### src/rtl/fpu_ctx_pkg.sv
package fpu_ctx_pkg;

  localparam int WORD_W = 32;
  localparam int FRAME_WORDS = 4;
  localparam int IDX_W = $clog2(FRAME_WORDS);

  localparam logic [7:0] FMT_NULL = 8'h00;
  localparam logic [7:0] FMT_IDLE = 8'h05;
  localparam logic [7:0] FMT_EXCP = 8'hE5;

  typedef enum logic [1:0] {
    CTX_NULL = 2'd0,
    CTX_IDLE = 2'd1,
    CTX_EXCP = 2'd2
  } ctxStateT;

  typedef enum logic [1:0] {
    PH_IDLE = 2'd0,
    PH_SAVE = 2'd1,
    PH_RSTR = 2'd2
  } phaseT;

  // strobes from control to datapath
  typedef struct packed {
    logic instUpd;  // accepted instruction: address and NaN flag
    logic excUpd;   // accepted exception: cause and operand
    logic bufWr;    // store restore word 0..2
    logic clrCtrl;  // save finished: clear control register
    logic rstNull;  // restored empty frame
    logic ldIdle;   // restored idle frame
    logic ldExcp;   // restored exception frame
  } dpStrobeT;

endpackage

### src/rtl/fpu_ctx_fsm.sv
module fpu_ctx_fsm
  import fpu_ctx_pkg::*;
(
  input  logic              clk,
  input  logic              rstN,
  input  logic              instStrobe,
  input  logic              excStrobe,
  input  logic              saveReq,
  input  logic              restoreReq,
  input  logic              saveReady,
  input  logic              rstrValid,
  input  logic [7:0]        bufFmt,
  input  logic [4:0]        bufPad,
  output ctxStateT          ctxState,
  output logic              busy,
  output logic              saveValid,
  output logic              rstrReady,
  output logic [IDX_W-1:0]  wordIdx,
  output logic              fmtErr,
  output dpStrobeT          dpStb
);

  localparam logic [IDX_W-1:0] LAST_IDX = IDX_W'(FRAME_WORDS - 1);

  phaseT    phase;
  ctxStateT ctxNext;
  logic     saveFire, rstrFire, lastWord, commit, fmtOk;

  assign busy      = (phase != PH_IDLE);
  assign saveValid = (phase == PH_SAVE);
  assign rstrReady = (phase == PH_RSTR);
  assign saveFire  = saveValid && saveReady;
  assign rstrFire  = rstrReady && rstrValid;
  assign lastWord  = (wordIdx == LAST_IDX);
  assign commit    = rstrFire && lastWord;
  assign fmtOk     = (bufPad == 5'd0) &&
                     ((bufFmt == FMT_NULL) || (bufFmt == FMT_IDLE) || (bufFmt == FMT_EXCP));

  always_comb begin
    dpStb         = '0;
    dpStb.instUpd = !busy && instStrobe;
    dpStb.excUpd  = !busy && excStrobe;
    dpStb.bufWr   = rstrFire && !lastWord;
    dpStb.clrCtrl = saveFire && lastWord;
    dpStb.rstNull = commit && fmtOk && (bufFmt == FMT_NULL);
    dpStb.ldIdle  = commit && fmtOk && (bufFmt == FMT_IDLE);
    dpStb.ldExcp  = commit && fmtOk && (bufFmt == FMT_EXCP);
  end

  always_comb begin
    ctxNext = ctxState;
    if (dpStb.excUpd)                                ctxNext = CTX_EXCP;
    else if (dpStb.instUpd && ctxState == CTX_NULL)  ctxNext = CTX_IDLE;
    if (dpStb.rstNull)     ctxNext = CTX_NULL;
    else if (dpStb.ldIdle) ctxNext = CTX_IDLE;
    else if (dpStb.ldExcp) ctxNext = CTX_EXCP;
  end

  always_ff @(posedge clk) begin
    if (!rstN) begin
      phase    <= PH_IDLE;
      wordIdx  <= '0;
      ctxState <= CTX_NULL;
      fmtErr   <= 1'b0;
    end else begin
      ctxState <= ctxNext;
      case (phase)
        PH_IDLE: begin
          wordIdx <= '0;
          if (saveReq) phase <= PH_SAVE;
          else if (restoreReq) begin
            phase  <= PH_RSTR;
            fmtErr <= 1'b0;
          end
        end
        PH_SAVE: if (saveFire) begin
          wordIdx <= wordIdx + 1'b1;
          if (lastWord) phase <= PH_IDLE;
        end
        PH_RSTR: if (rstrFire) begin
          wordIdx <= wordIdx + 1'b1;
          if (lastWord) begin
            phase  <= PH_IDLE;
            fmtErr <= !fmtOk;
          end
        end
        default: phase <= PH_IDLE;
      endcase
    end
  end

  p_null_to_idle_r2: assert property (@(posedge clk) disable iff (!rstN)
    instStrobe && !excStrobe && !busy && ctxState == CTX_NULL |=> ctxState == CTX_IDLE);

  p_exc_enters_r3: assert property (@(posedge clk) disable iff (!rstN)
    excStrobe && !busy |=> ctxState == CTX_EXCP);

  p_save_ends_r6: assert property (@(posedge clk) disable iff (!rstN)
    saveValid && saveReady && wordIdx == LAST_IDX |=> !busy);

  p_bad_frame_r9: assert property (@(posedge clk) disable iff (!rstN)
    commit && !fmtOk |=> fmtErr && $stable(ctxState));

  p_save_keeps_ctx_r10: assert property (@(posedge clk) disable iff (!rstN)
    saveValid |=> $stable(ctxState));

  p_stall_holds_r11: assert property (@(posedge clk) disable iff (!rstN)
    saveValid && !saveReady |=> saveValid && $stable(wordIdx));

endmodule

### src/rtl/fpu_ctx_dp.sv
module fpu_ctx_dp
  import fpu_ctx_pkg::*;
#(
  parameter int NREG   = 8,
  parameter int ADDR_W = 32,
  localparam int DST_W = $clog2(NREG)
) (
  input  logic              clk,
  input  logic              rstN,
  input  dpStrobeT          stb,
  input  ctxStateT          ctxState,
  input  logic [IDX_W-1:0]  wordIdx,
  input  logic [ADDR_W-1:0] instAddr,
  input  logic [DST_W-1:0]  instDst,
  input  logic [2:0]        excCause,
  input  logic [63:0]       excOperand,
  input  logic [WORD_W-1:0] rstrData,
  output logic [WORD_W-1:0] saveData,
  output logic [7:0]        bufFmt,
  output logic [4:0]        bufPad,
  output logic [15:0]       ctrlReg,
  output logic [31:0]       statusReg,
  output logic [ADDR_W-1:0] addrReg,
  output logic [NREG-1:0]   nanFlags
);

  logic [63:0]       operandReg;
  logic [2:0]        vectorReg;
  logic [WORD_W-1:0] rxBuf [FRAME_WORDS-1];
  logic [7:0]        fmtByte;
  logic              isExcp;

  assign bufFmt = rxBuf[0][31:24];
  assign bufPad = rxBuf[0][23:19];
  assign isExcp = (ctxState == CTX_EXCP);

  always_ff @(posedge clk) begin
    if (!rstN) begin
      for (int i = 0; i < FRAME_WORDS - 1; i++) rxBuf[i] <= '0;
    end else if (stb.bufWr) begin
      rxBuf[wordIdx] <= rstrData;
    end
  end

  always_ff @(posedge clk) begin
    if (!rstN || stb.rstNull) begin
      ctrlReg    <= '0;
      statusReg  <= '0;
      addrReg    <= '0;
      operandReg <= '0;
      vectorReg  <= '0;
      nanFlags   <= '1;
    end else begin
      if (stb.instUpd) begin
        addrReg           <= instAddr;
        nanFlags[instDst] <= 1'b0;
      end
      if (stb.excUpd) begin
        vectorReg  <= excCause;
        operandReg <= excOperand;
      end
      if (stb.clrCtrl) ctrlReg <= '0;
      if (stb.ldIdle || stb.ldExcp) begin
        ctrlReg   <= rxBuf[0][15:0];
        statusReg <= rstrData;
        vectorReg  <= stb.ldExcp ? rxBuf[0][18:16] : 3'd0;
        operandReg <= stb.ldExcp ? {rxBuf[1], rxBuf[2]} : 64'd0;
      end
    end
  end

  always_comb begin
    case (ctxState)
      CTX_IDLE: fmtByte = FMT_IDLE;
      CTX_EXCP: fmtByte = FMT_EXCP;
      default:  fmtByte = FMT_NULL;
    endcase
    case (wordIdx)
      2'd0:    saveData = {fmtByte, 5'd0, isExcp ? vectorReg : 3'd0, ctrlReg};
      2'd1:    saveData = isExcp ? operandReg[63:32] : '0;
      2'd2:    saveData = isExcp ? operandReg[31:0] : '0;
      default: saveData = statusReg;
    endcase
  end

  p_ctrl_cleared_r6: assert property (@(posedge clk) disable iff (!rstN)
    stb.clrCtrl |=> ctrlReg == 16'd0);

  p_null_restore_r8: assert property (@(posedge clk) disable iff (!rstN)
    stb.rstNull |=> (&nanFlags) && statusReg == 32'd0 && addrReg == '0);

  p_null_regs_zero_r1: assert property (@(posedge clk) disable iff (!rstN)
    ctxState == CTX_NULL |-> ctrlReg == 16'd0 && statusReg == 32'd0);

endmodule

### src/rtl/fpu_ctx_ctrl.sv
module fpu_ctx_ctrl
  import fpu_ctx_pkg::*;
#(
  parameter int NREG   = 8,
  parameter int ADDR_W = 32,
  localparam int DST_W = $clog2(NREG)
) (
  input  logic              clk,
  input  logic              rstN,
  input  logic              instStrobe,
  input  logic [ADDR_W-1:0] instAddr,
  input  logic [DST_W-1:0]  instDst,
  input  logic              excStrobe,
  input  logic [2:0]        excCause,
  input  logic [63:0]       excOperand,
  output logic              busy,
  input  logic              saveReq,
  input  logic              saveReady,
  output logic              saveValid,
  output logic [1:0]        saveIdx,
  output logic [31:0]       saveData,
  input  logic              restoreReq,
  input  logic              rstrValid,
  input  logic [31:0]       rstrData,
  output logic              rstrReady,
  output logic [1:0]        rstrIdx,
  output logic [1:0]        ctxState,
  output logic              fmtErr,
  output logic [15:0]       ctrlReg,
  output logic [31:0]       statusReg,
  output logic [ADDR_W-1:0] instAddrReg,
  output logic [NREG-1:0]   nanFlags
);

  ctxStateT         ctxInt;
  dpStrobeT         dpStb;
  logic [IDX_W-1:0] wordIdx;
  logic [7:0]       bufFmt;
  logic [4:0]       bufPad;

  assign ctxState = ctxInt;
  assign saveIdx  = wordIdx;
  assign rstrIdx  = wordIdx;

  fpu_ctx_fsm u_fsm (
    .clk(clk), .rstN(rstN),
    .instStrobe(instStrobe), .excStrobe(excStrobe),
    .saveReq(saveReq), .restoreReq(restoreReq),
    .saveReady(saveReady), .rstrValid(rstrValid),
    .bufFmt(bufFmt), .bufPad(bufPad),
    .ctxState(ctxInt), .busy(busy),
    .saveValid(saveValid), .rstrReady(rstrReady),
    .wordIdx(wordIdx), .fmtErr(fmtErr), .dpStb(dpStb)
  );

  fpu_ctx_dp #(.NREG(NREG), .ADDR_W(ADDR_W)) u_dp (
    .clk(clk), .rstN(rstN), .stb(dpStb), .ctxState(ctxInt),
    .wordIdx(wordIdx), .instAddr(instAddr), .instDst(instDst),
    .excCause(excCause), .excOperand(excOperand), .rstrData(rstrData),
    .saveData(saveData), .bufFmt(bufFmt), .bufPad(bufPad),
    .ctrlReg(ctrlReg), .statusReg(statusReg),
    .addrReg(instAddrReg), .nanFlags(nanFlags)
  );

endmodule

### config.mk
export PLATFORM = sky130hd
export DESIGN_NAME = fpu_ctx_ctrl
export DESIGN_NICKNAME = d
export VERILOG_FILES = /design/src/rtl/fpu_ctx_pkg.sv /design/src/rtl/fpu_ctx_fsm.sv /design/src/rtl/fpu_ctx_dp.sv /design/src/rtl/fpu_ctx_ctrl.sv
export SDC_FILE = /design/constraint.sdc
export NUM_CORES = 1
export LEC_CHECK = 0
export ABC_AREA = 1
export BUFFER_PORTS_ARGS = -buffer_cell sky130_fd_sc_hd__buf_2
export CAP_MARGIN = 15
export CELL_PAD_IN_SITES_DETAIL_PLACEMENT = 2
export CELL_PAD_IN_SITES_GLOBAL_PLACEMENT = 2
export CORE_ASPECT_RATIO = 1.25
export CORE_MARGIN = 3
export CORE_UTILIZATION = 33
export DETAILED_ROUTE_END_ITERATION = 16
export PLACE_DENSITY = 0.92
export RECOVER_POWER = 25
export SETUP_SLACK_MARGIN = 0.4
export SYNTH_ARGS = -nofsm -noshare
export SYNTH_HDL_FRONTEND = slang
export SYNTH_SLANG_ARGS = --single-unit
### constraint.sdc
create_clock -name clk -period 6.1 [get_ports clk]
set_clock_uncertainty 0.1 [all_clocks]
set_input_delay 1.83 -clock clk [delete_from_list [all_inputs] [get_ports clk]]
set_output_delay 1.83 -clock clk [all_outputs]
set_load 0.01 [all_outputs]
== Word-level counts from Yosys, hierarchy flattened ==
Memory sizes are Yosys's and may differ from the RTL's.
Cells that the tools add are included.

* Add/sub/neg operators: 1
* Order comparisons: 2
* Equality and inequality tests: 15
* Muxes and demuxes: 40
* Bitwise gates (word level): 3
* Reductions and logical operators: 40

{| class="wikitable"
|+ Operators by type and width
! operator !! count
|-
| two-way mux 64 bit || 3
|-
| two-way mux 32 bit || 3
|-
| one-hot mux 32 bit (3 select lines) || 1
|-
| two-way mux 16 bit || 2
|-
| OR reduction 32 bit || 1
|-
| two-way mux 2 bit || 11
|-
| one-hot mux 8 bit (2 select lines) || 1
|-
| logical AND 1 bit || 14
|-
| two-way mux 3 bit || 4
|-
| one-hot mux 2 bit (3 select lines) || 2
|-
| two-way mux 1 bit || 11
|-
| != test 2 bit (second input constant) || 5
|-
| AND 8 bit || 1
|-
| == test 2 bit (second input constant) || 4
|-
| == test 8 x 3 -> 1 bit (second input constant) || 1
|-
| == test 8 bit (second input constant) || 1
|-
| logical NOT 8 bit || 1
|-
| inverter 8 bit || 1
|-
| nonzero test 2 bit || 4
|-
| == test 2 x 1 -> 1 bit (second input constant) || 3
|-
| logical NOT 2 bit || 3
|-
| AND reduction 3 bit || 2
|-
| nonzero test 3 bit || 2
|-
| logical NOT 5 bit || 1
|-
| other kinds (13) || 19
|}

* Register bits: 162
* Memory bits (writable): 96
* Bits of input ports: 142
* Output and inout port bits: 130
* Word-level logic and storage cells: 113
* Memories: 1

{| class="wikitable"
|+ Memories
! memory !! words !! bits a word !! rd ports !! clocked after Yosys merged registers in !! write ports !! RTL line !! RTL
|-
| u_dp.rxBuf || 3 || 32 || 3 || 0 || 3 || fpu_ctx_dp.sv:29 || <nowiki>logic [WORD_W-1:0] rxBuf [FRAME_WORDS-1];</nowiki>
|}

== Longest topological paths before layout ==
Gate-level depths: netlist of run 1.
An unclocked memory read counts as a cell.

* Depth in word-level cells: 9
* Depth in mapped cells: 12
* Depth with buffers taken out: 10

== Modules after synthesis ==
A second synthesis of run 1 with hierarchy kept.

* Cells, all modules: 1624
* Area total of the unflattened synthesis: 12336.8 µm²

{| class="wikitable"
|+ Modules (own cells, without submodules)
! module !! times used !! cells an instance !! area an instance (µm²) !! sequential area each (µm²)
|-
| fpu_ctx_dp || 1 || 1523 || 11723.7 || 5985.7
|-
| fpu_ctx_fsm || 1 || 99 || 598.1 || 140.1
|-
| fpu_ctx_ctrl || 1 || 2 || 15.0 || 0.0
|}

== Worst setup path before layout of run 1 ==
Ideal clock, no wire load.

* Path kind: input port to flip-flop
* Start point: in rstN
* End point: mem u_dp.rxBuf[0][0], enable pin
* Library setup time: 389 ps
* Arrival time: 3233 ps
* Required time: 5611 ps
* Slack: 2378 ps
* Stages on the path: 5
* Buffers on the path: 1
* Cell sequence: inv_1 -> nor3_1 -> nand2_1 -> clkbuf_1 -> nand2_1

{| class="wikitable"
|+ RTL lines
! what !! RTL line !! RTL
|-
| start: declaration || fpu_ctx_ctrl.sv:9 || <nowiki>input logic rstN,</nowiki>
|-
| end: declaration || fpu_ctx_dp.sv:29 ||
|}

== Final worst setup path of run 1 ==
* Start point: reg u_fsm.wordIdx[0]
* End point: out saveData[29]

* Word-level cells in the longest chain between the ends: 2
* Elaborated cells between the ends (all ways): 4
* Those cells by class: eq/ne (2); mux (1); reduce/logical (1)

{| class="wikitable"
|+ Ends and longest elaborated chain
! what !! RTL line !! RTL
|-
| start: declaration || fpu_ctx_fsm.sv:18 || <nowiki>output logic [IDX_W-1:0] wordIdx,</nowiki>
|-
| start signal: assignment || fpu_ctx_fsm.sv:77 || <nowiki>wordIdx <= wordIdx + 1'b1;</nowiki>
|-
| start signal: assignment || fpu_ctx_fsm.sv:81 || <nowiki>wordIdx <= wordIdx + 1'b1;</nowiki>
|-
| == test 2 bit (tied with other cells) || fpu_ctx_dp.sv:78 || <nowiki>case (wordIdx)</nowiki>
|-
| one-hot mux 32 bit (3 select lines) (*) || fpu_ctx_dp.sv:78 ||
|-
| end: declaration || fpu_ctx_ctrl.sv:21 || <nowiki>output logic [31:0] saveData,</nowiki>
|}

Mark *: on every way between the ends. The rest lies on a longest branch, timed or not.

==> results.txt, run 1 <==
Die ar. = 39900 um^2
outcome = finished, violations left
Vias/cell = 5.117
# DRC = 0
Clk pin slew, worst setup/hold paths = 0.06 ns
# hold bufs at CTS = 0
failing checks = capacitance limit, slew limit
CP arrival = 3.17 ns
Max-slew headroom = -0.8527
root buffer cell = clkbuf_16
Final Cycle Share = 0.8354
PwrDens = 369.1 nW/um^2
DRT antenna net count = 0
number of diodes = 0
Total GRT Usage = 0.2813
CTS sink count = 258
commonest non-fill, non-tap cell in the layout = nor2_1
# rows = 78
CP required = 4.17 ns
HPWL Detailed = 34.57 mm
Setup Fix Bufs, Post-CTS = 0
GRT Residual Overflow = 0
Mean Syn Cell Area = 7.249 um^2
PostCTS Resize Cnt = 0
most frequent cells in the layout = nor2_1, nand2_1, inv_1
Final Net Count = 2078
post-synthesis register bit count = 258
Yosys top cell area share = 0.2619
Peak Freq = 0.1962 GHz
Seq/Total Area, Yosys = 0.4947
core footprint = 36700 um^2
TNS Setup = 0 ns
layout cells sized above 1 = 0.1613
number of port buffers = 271
initial DRC count = 796
Worst Max-Slew Pin Slew = 2.779 ns
Die Span X = 179.3 um
met2 usage = 0.5083
Mapped Nets = 1861
Pleak = 7.233 nW
met3 Usage GRT = 0.05607
critical path startpoint category = flip-flop
routed length per instance = 23.43 um
Hold Crit Class = reg -> reg
CTS max path bufs = 3
Final Max Tran Viols = 50
vias in the first global route = 14370
clk_lat worst skew = 0.57 ns
Ys Warns = 0
chip height = 222.6 um
post-layout minimum cycle time = 5.096 ns
Most Crowded Layer GR = met2
pin count of the biggest net entering global routing = 117
Core Util, Final = 0.4060
CTS H-tree lvls = 1
RSZ-0062 raised after global routing = no
VDD IR max = 263.0 uV
Max Fanout on Critical Path = 50
Yosys top cell by area = dfxtp_1
first-pass GRT wire length = 86.95 mm
CTS tree = done
Yosys cell types = 27
gp weighted congestion = 0.7924
Max-Cap Viols = 1
final hold vios = 0
DRT Pass-1 Iters = 5
antenna violations before repair = 1
Post-Synthesis Cells = 1708
GR Layer Usage met1 = 0.3146
IO Pins = 272
ranking of synthesized cells by area = dfxtp_1, edfxtp_1, nor2_1
Routed Wire Length = 56.87 mm
Cell Area, Synth = 12380 um^2
area delta synth->final = 20.31%
Crit. End Element = primary output
CTS buffer count = 28
critical path class = reg -> out
Initial Utilization = 0.3374
vias = 12420
endpoints failing setup = 0
-- registers in the layout, summed over array words and instances (netlist names) --
register / count
u_fsm.phase: 2
u_fsm.wordIdx: 2
u_dp.operandReg: 64
u_dp.nanFlags: 8
u_dp.ctrlReg: 16
u_fsm.fmtErr: 1
u_dp.rxBuf: 96
u_dp.addrReg: 32
u_dp.vectorReg: 3
u_fsm.ctxState: 2
u_dp.statusReg: 32
-- cells in the mapped netlist --
cell type	n
edfxtp_1	96
clkbuf_1	53
buf_6	2
nor2_1	371
nand4_1	1
dfxtp_1	162
ha_1	11
nand4_2	1
nand3_1	104
buf_4	11
a211oi_1	3
nor2_4	1
or2_2	71
inv_2	3
o22ai_1	28
nor3_1	1
nand3_2	1
buf_2	23
nand4_4	1
buf_1	6
inv_1	295
o21ai_0	31
a21oi_1	55
nor2_2	2
nand2_1	353
o211ai_1	19
o221ai_1	3
-- logic make-up (layout without fill, tap and decap cells) --
kind of cell,after synthesis,after routing,synth area share
and+or+nand+nor,907,907,0.3038
buffers and inverters,393,632,0.1260
DFF,258,258,0.4947
AOI/OAI and AO/OA,139,139,0.06437
adders and majority gates,11,11,0.01112
-- stage by stage --
stage               worst slack (ns)  instance area (um^2)  std cells  power [mW]  hold WS [ns]
floorplan                      2.378                 12380       1708       2.994        0.3843
detailed placement             1.446                 14050       2375       3.565        0.3529
finish                         1.004                 14900       2427       5.498        0.3656
global route                  0.7689                 14900       2427       5.746        0.3765
global placement               1.718                 14050       2375       3.424        0.3454
CTS                           0.9466                 15020       2427       5.530        0.3632
-- routing by layer --
layer / up-vias / routed length (um)
li1: 5609 / -
met1: 6190 / 21370
met2: 448 / 29370
met3: 171 / 3351
met4: 2 / 2779
met5: - / 7
-- worst max-delay path, stage by stage, from the launching register on --
cell	delay (ns)
dfxtp_1	0.37
ha_1	0.23
inv_2	0.79
nand2_1	0.12
inv_1	0.10
buf_4	0.46
o21ai_0	0.22
o21ai_0	0.12
buf_2	0.18
-- cell type report --
cell class                      count  area [um^2]
Clock buffer                       37        775.7
Tap cell                          480        600.6
Sequential cell                   258         6126
Fill cell                        4426        21800
Timing Repair Buffer              282         1356
Clock inverter                     15        193.9
Multi-Input combinational cell   1057         4725
Inverter                          298         1120
-- where the power goes --
| part | total, mW | leakage, nW | internal, mW | switching [mW] |
|---|---|---|---|---|
| Sequential | 2.14 | 2.32 | 2.02 | 0.116 |
| Combinational | 1.48 | 4.45 | 0.442 | 1.04 |
| Clock | 1.88 | 0.468 | 1.10 | 0.780 |
-- path summary, 6_finish.rpt --
| check | from | endpoint | slack (ns) | cells past startpoint |
|---|---|---|---|---|
| worst min-delay path | u_dp.addrReg[9]$_SDFFE_PP0P_ | u_dp.addrReg[9]$_SDFFE_PP0P_ | 0.37 | 2 |
| worst max-delay path | u_fsm.wordIdx[0]$_SDFFE_PN0P_ | saveData[29] | 1.00 | 8 |
| worst max register to register | u_fsm.wordIdx[1]$_SDFFE_PN0P_ | u_dp.ctrlReg[4]$_SDFFE_PP0P_ | 1.92 | 7 |
| worst min register to register | u_dp.addrReg[9]$_SDFFE_PP0P_ | u_dp.addrReg[9]$_SDFFE_PP0P_ | 0.37 | 2 |
Note: power is estimated with default switching activity, not from simulation.
==> run 2, diff against run 1 <==
Settings changed: ABC_AREA 1 to 0, PLACE_DENSITY 0.92 to 0.86.
Clock period 6.1 ns to 4.9 ns, I/O delays scaled along.
==> run 2 against run 1 <==
Against the previous run: clock power is 16% higher; highest routed layer unchanged; synthesized area decreased by 4.9%; hold slack got worse by 0.0095 ns; via count fell by 13%; flip-flop and latch count is the same; cell count down 22%; the run still ends with capacitance limit, slew limit left; critical path depth shrank 2.
==> results.txt, run 2 <==
R2R cell count = 5 (-2)
first-pass GRT wire length = 73.13 mm (-16%)
CP arrival = 2.82 ns (-0.35 ns)
failing checks = capacitance limit, slew limit
Yosys cell types = 43 (+59%)
Top reg by flops = u_dp.rxBuf
GR Layer Usage met1 = 0.2874 (-0.02723)
sink of the worst hold path = u_dp.addrReg[15]$_SDFFE_PP0P_
final hold vios = 0 (unchanged)
Clk pin slew, worst setup/hold paths = 0.07 ns (about the same)
outcome = finished, violations left
vias = 10870 (-13%)
Routed Wire Length = 48.04 mm (-16%)
ys flop type = dfxtp_1
Vias/cell = 5.727 (+12%)
vias in the first global route = 11970 (-17%)
# DRC = 0 (unchanged)
critical path class = reg -> out
CP required = 3.33 ns (-0.84 ns)
FILL cells = 3867 (-13%)
Final Cycle Share = 0.8968
flop2flop setup slack = 0.84 ns (-1.08 ns)
RR Startpoint = u_dp.rxBuf[0][31]$_SDFFCE_PN0P_
# rows = 76 (-2.6%)
post-layout minimum cycle time = 4.395 ns
endpoints failing setup = 0 (unchanged)
cell with the most instances after synthesis = dfxtp_1
CTS max path bufs = 3 (unchanged)
CTS sink count = 258 (unchanged)
antenna violations before repair = 6 (+5)
DRT antenna net count = 0 (unchanged)
Synth async-reset ratio = 0 (unchanged)
ranking of synthesized cells by area = dfxtp_1, edfxtp_1, a221oi_2
Peak Freq = 0.2276 GHz
final setup margin = 0.5055 ns (-0.4983 ns)
Max-Cap Viols = 2 (+1)
RSZ-0062 raised after global routing = yes
most frequent cells in the layout = buf_2, dfxtp_1, nand3_1
Final Net Count = 1556 (-25%)
pin count of the biggest net entering global routing = 116 (-0.85%)
CTS tree = done
Largest register FFs = 96 (unchanged)
Hold Crit Class = reg -> reg
Min-Delay Startpoint = u_dp.addrReg[15]$_SDFFE_PP0P_
VDD IR max = 316.2 uV (+20%)
CTS H-tree lvls = 1 (unchanged)
Final Max Tran Viols = 72 (+44%)
Total GRT Usage = 0.2444 (-0.03694)
met2 usage = 0.4341 (-0.07419)
clk_lat worst skew = 0.55 ns (-0.02 ns)
routed length per instance = 25.32 um (+8.1%)
Post-Synthesis Cells = 1212 (-29%)
hold_ws = 0.3561 ns (-0.009521 ns)
Worst Max-Slew Pin Slew = 2.778 ns (-0.0007018 ns)
commonest non-fill, non-tap cell in the layout = buf_2
hold depth = 2 (unchanged)
core footprint = 34800 um^2 (-5.2%)
TNS Setup = 0 ns (unchanged)
EDFF count, synth = 96 (unchanged)
Core Util, Final = 0.4091 (+0.003121)
Critical R2R Capture = u_dp.operandReg[19]$_SDFFE_PP0P_
# hold bufs at CTS = 0 (unchanged)
PostCTS Resize Cnt = 0 (unchanged)
post-synthesis register bit count = 258 (unchanged)
number of port buffers = 271 (unchanged)
layout cells sized above 1 = 0.2568 (+0.09557)
Finished Layout Cells = 1897 (-22%)
Commonest cells post-synth = dfxtp_1, nand2_1, nand3_1, and3_1, edfxtp_1
CTS buffer count = 28 (unchanged)
DRT Pass-1 Iters = 6 (+1)
Die ar. = 37990 um^2 (-4.8%)
Power Total = 6.664 mW (+21%)
IO Pins = 272 (unchanged)
Finished Cell Area = 14240 um^2 (-4.4%)
HPWL Detailed = 31.84 mm (-7.9%)
area delta synth->final = 20.92%
pre-CTS setup slack = 1.093 ns (-0.3530 ns)
Max-slew headroom = -0.8591 (-0.006375)
chip height = 217.2 um (-2.4%)
Mapped Nets = 1365 (-27%)
Max Fanout on Critical Path = 32 (-36%)
dpl cells = 1841 (-22%)
Seq/Total Area, Yosys = 0.5203 (+0.02555)
DP Area = 13370 um^2 (-4.9%)
Die Span X = 174.9 um (-2.4%)
critical path startpoint category = flip-flop
Yosys top cell area share = 0.2755 (+0.01353)
gp weighted congestion = 0.8001 (+0.97%)
registers with the most flip-flops = u_dp.rxBuf (96), u_dp.operandReg (64)
root buffer cell = clkbuf_16
met3 Usage GRT = 0.05637 (+0.0003016)
GRT Residual Overflow = 0 (unchanged)
Yosys top cell by area = dfxtp_1
Ys Warns = 0 (unchanged)
Crit. End Element = primary output
Mean Syn Cell Area = 9.714 um^2 (+34%)
Most Crowded Layer GR = met2
Pleak = 5.692 nW (-21%)
PwrDens = 468.0 nW/um^2 (+27%)
Cell Area, Synth = 11770 um^2 (-4.9%)
initial DRC count = 889 (+12%)
Initial Utilization = 0.3383 (+0.0008695)
==> run 2: cell count changes after synthesis, sizes merged, moves of 70 or more <==
cell    delta
a221oi    +74
nor2     -372
and3      +99
or2       -70
nand2    -233
inv      -217
==> run 2: area by class of cell <==
class                           instances  area (um^2)  share of cell area
Sequential cell                       258         6126              0.4303
Antenna cell                            4        10.01           0.0007030
Multi-Input combinational cell        741         4728              0.3321
Tap cell                              468        585.6             0.04113
Inverter                               81        304.0             0.02136
Clock inverter                         12        110.1            0.007734
Timing Repair Buffer                  293         1545              0.1085
Clock buffer                           40        828.3             0.05818
==> run 2: per-layer routing <==
metal  routed length [um]  vias up  part of all wire
met3                 3405       98             0.071
met2                24280      394              0.51
li1                     -     4873                 -
met4                 1788        6             0.037
met5                   39        -           0.00081
met1                18530     5494              0.39
==> run 2: logic make-up after synthesis <==
| logic type | count (synthesis) | share of synthesized area |
|---|---|---|
| AO/OA/AOI/OAI | 370 | 0.2309 |
| adder cells (fa/ha/maj) | 11 | 0.01169 |
| buffers and inverters | 213 | 0.07959 |
| flip-flops | 258 | 0.5203 |
| AND/OR/NAND/NOR | 360 | 0.1575 |
==> run 2: worst max path at each step <==
| stage | from | endpoint | cells after the start |
|---|---|---|---|
| final | u_fsm.wordIdx[0]$_SDFFE_PN0P_ | saveData[11] | 6 |
| after global routing | rstN | u_dp.rxBuf[0][6]$_SDFFCE_PN0P_ | 6 |
| after CTS | u_fsm.wordIdx[0]$_SDFFE_PN0P_ | saveData[11] | 6 |
| after detailed placement | u_fsm.wordIdx[0]$_SDFFE_PN0P_ | saveData[9] | 6 |
| after global placement | rstN | u_dp.rxBuf[2][8]$_SDFFCE_PN0P_ | 6 |
| after floorplan | rstN | u_dp.rxBuf[0][0]$_SDFFCE_PN0P_ | 6 |
==> run 2: power by group <==
group	internal (mW)	switching, mW	total (mW)
clock	1.28	0.906	2.18
combinational	0.574	1.22	1.79
sequential	2.50	0.186	2.69
total	4.36	2.31	6.66
==> run 2: what timing repair did <==
| item | CTS | global route |
|---|---|---|
| hold endpoints to repair | 0 | 0 |
| setup endpoints to repair | 0 | 6 |
| buffers inserted | 0 | 0 |
==> run 2: worst max-delay path, stage by stage, from the launching register on <==
cell	delay, ns
dfxtp_1	0.46
ha_2	0.68
buf_4	0.40
a22o_1	0.22
a22oi_1	0.07
o21ai_0	0.23
buf_2	0.18
==> run 3, diff against run 2 <==
Settings changed: CORE_ASPECT_RATIO 1.25 to default.
==> run 3 against run 2 <==
Against the previous run: clock power up 2%; hold slack better by 0.0020 ns; critical path type is now reg -> reg; combinational power about the same; critical endpoint is now u_dp.operandReg[1]$_SDFFE_PP0P_; the run still ends with capacitance limit, slew limit left; die area about the same; cell count down 0.74%; cell area down 0.30%; first-iteration DRC count down 28%.
==> results.txt, run 3 (synthesis gave the netlist of run 2 again) <==
final setup margin = 0.4678 ns (-0.03770 ns)
pre-CTS setup slack = 0.7921 ns (-0.3011 ns)
Pleak = 5.538 nW (-2.7%)
outcome = finished, violations left
critical path startpoint category = flip-flop
CTS H-tree lvls = 1 (unchanged)
WL met1 = 18.91 mm (+2.1%)
Largest register FFs = 96 (unchanged)
number of diodes = 0 (-4)
Critical path buffers and inverters = 2 (unchanged)
pin count of the biggest net entering global routing = 97 (-16%)
power share of the sequential group = 0.401 (-0.003)
Max-Cap Viols = 4 (+2)
Max Fanout on Critical Path = 70 (+120%)
vias in the first global route = 12010 (+0.38%)
initial DRC count = 640 (-28%)
Peak Freq = 0.2256 GHz (-0.85%)
TNS Setup = 0 ns (unchanged)
Power Total = 6.659 mW (about the same)
# hold bufs at CTS = 0 (unchanged)
registers with the most flip-flops = u_dp.rxBuf (96), u_dp.operandReg (64)
Total GRT Usage = 0.2296 (-0.01473)
CP Cell Sequence = and3_2, clkbuf_2, nor2_4, clkbuf_1, o22ai_1, a221oi_1
# rows = 68 (-11%)
CTS max path bufs = 3 (unchanged)
met2 wire length = 22.20 mm (-8.6%)
post-layout minimum cycle time = 4.432 ns (+0.03770 ns)
DRT antenna net count = 0 (unchanged)
CTS sink count = 258 (unchanged)
clk_lat worst skew = 0.55 ns (about the same)
Crit. End Element = flip-flop
CP arrival = 4.77 ns (+1.95 ns)
critical path class = reg -> reg
Initial Utilization = 0.3375 (-0.0007766)
endpoints failing setup = 0 (unchanged)
flop2flop setup slack = 0.47 ns (-0.37 ns)
Hold Crit Class = reg -> reg
Critical R2R Capture = u_dp.operandReg[1]$_SDFFE_PP0P_
HPWL Detailed = 28.06 mm (-12%)
PwrDens = 469.1 nW/um^2 (+0.22%)
Vias/cell = 5.712 (-0.27%)
internal power = 4.387 mW (+0.74%)
Clk pin slew, worst setup/hold paths = 0.06 ns (about the same)
crit path launch = u_dp.rxBuf[0][30]$_SDFFCE_PN0P_
switching fraction of total power = 0.3411 (-0.005312)
Final Max Tran Viols = 186 (+160%)
number of port buffers = 271 (unchanged)
Die Span X = 194.9 um (+11%)
antenna violations before repair = 5 (-1)
Routed Wire Length = 45.27 mm (-5.8%)
area delta synth->final = 20.56%
Final Cycle Share = 0.9045 (+0.007695)
gp weighted congestion = 0.7503 (-6.2%)
Top reg by flops = u_dp.rxBuf
vias = 10760 (-1.0%)
first-pass GRT wire length = 70.17 mm (-4.0%)
core footprint = 34880 um^2 (+0.23%)
Net Switching = 2.271 mW (-1.6%)
Final Net Count = 1557 (+0.064%)
CP peak stage delay = 1.57 ns (+0.89 ns)
root buffer cell = clkbuf_16
VDD IR max = 268.3 uV (-15%)
Worst Max-Slew Pin Slew = 2.166 ns (-0.6124 ns)
chip height = 194.9 um (-10%)
CP required = 5.24 ns (+1.91 ns)
RSZ-0062 raised after global routing = yes
number of stages on the worst setup path = 6 (unchanged)
failing checks = capacitance limit, slew limit
crit path to = u_dp.operandReg[1]$_SDFFE_PP0P_
commonest non-fill, non-tap cell in the layout = buf_2
# DRC = 0 (unchanged)
Die ar. = 37980 um^2 (about the same)
layout cells sized above 1 = 0.2325 (-0.02435)
CP max-delay cell = clkbuf_1
routed length per instance = 24.04 um (-5.1%)
DRT Pass-1 Iters = 5 (-1)
Max-slew headroom = -0.4440 (+0.4151)
Logic pwr share = 0.264 (-0.005)
RR Startpoint = u_dp.rxBuf[0][30]$_SDFFCE_PN0P_
CTS tree = done
most frequent cells in the layout = buf_2, dfxtp_1, nand3_1
CTS buffer count = 30 (+7.1%)
final hold vios = 0 (unchanged)
R2R cell count = 6 (+1)
Met3 Wirelength = 2.927 mm (-14%)
clock share of power = 0.335 (+0.007)
GRT Residual Overflow = 0 (unchanged)
Top Layer Used = met5
IO Pins = 272 (unchanged)
delay-heaviest family, CP = buffers and inverters
==> run 3: cell types whose count changed in the layout (fill, tap and decap cells not counted), moves of 3 or more <==
cell / delta
buf_2: -44
clkbuf_8: +3
clkinv_2: +5
buf_12: -3
clkbuf_1: +46
clkinv_1: -5
diode_2: -4
clkbuf_16: +3
==> run 3: per-stage QoR <==
stage	utilization	instances	hold WS [ns]	area [um^2]
after global routing	0.4069	1883	0.3841	14190
after CTS	0.4093	1883	0.3628	14280
after detailed placement	0.3809	1827	0.3473	13290
after global placement	0.3809	1827	0.3335	13290
final	0.4069	1883	0.3580	14190
after floorplan	-	1212	0.3420	11770
==> run 3: routing by layer <==
| metal | track usage | vias to the layer above |
|---|---|---|
| li1 | - | 4868 |
| met1 | 0.2882 | 5464 |
| met2 | 0.4024 | 331 |
| met3 | 0.04923 | 83 |
| met4 | 0.05836 | 10 |
| met5 | 0 | - |
==> run 3: worst min-delay path by stage <==
stage	from	end	cells past startpoint	slack (ns)
floorplan	u_dp.vectorReg[0]$_SDFFE_PP0P_	u_dp.vectorReg[0]$_SDFFE_PP0P_	2	0.34
global placement	u_dp.nanFlags[6]$_SDFFE_PP1P_	u_dp.nanFlags[6]$_SDFFE_PP1P_	1	0.33
detailed placement	u_dp.nanFlags[6]$_SDFFE_PP1P_	u_dp.nanFlags[6]$_SDFFE_PP1P_	1	0.35
CTS	u_dp.addrReg[19]$_SDFFE_PP0P_	u_dp.addrReg[19]$_SDFFE_PP0P_	2	0.36
global route	u_dp.addrReg[28]$_SDFFE_PP0P_	u_dp.addrReg[28]$_SDFFE_PP0P_	2	0.38
finish	u_dp.addrReg[8]$_SDFFE_PP0P_	u_dp.addrReg[8]$_SDFFE_PP0P_	2	0.36
==> run 3: what timing repair did <==
item	in CTS	in global routing
setup endpoints to repair	0	1
buffers inserted	0	0
gates resized for setup	0	2
==> run 3: final cells by class <==
| class | instances | area, um^2 |
|---|---|---|
| fillers | 3789 | 20690 |
| flip-flops and latches | 258 | 6126 |
| multi-input cells | 741 | 4761 |
| repair buffers | 292 | 1443 |
| clock buffers | 48 | 952.2 |
| well taps | 455 | 569.3 |
| inverters | 81 | 304.0 |
| clock inverters | 8 | 40.04 |
==> run 3: worst reg2reg max path, cell delays in order (launching register included) <==
cell	delay, ns
edfxtp_1	0.42
and3_2	0.24
clkbuf_2	0.91
nor2_4	0.34
clkbuf_1	1.57
o22ai_1	0.42
a221oi_1	0.34
==> run 3: power groups by stage <==
stage	sequential (mW)	clock, mW	combinational [mW]
floorplan	2.69	0	1.12
global route	2.70	2.36	1.93
global placement	2.68	0	1.70
detailed placement	2.71	0	1.77
CTS	2.66	2.28	1.79
finish	2.67	2.23	1.76
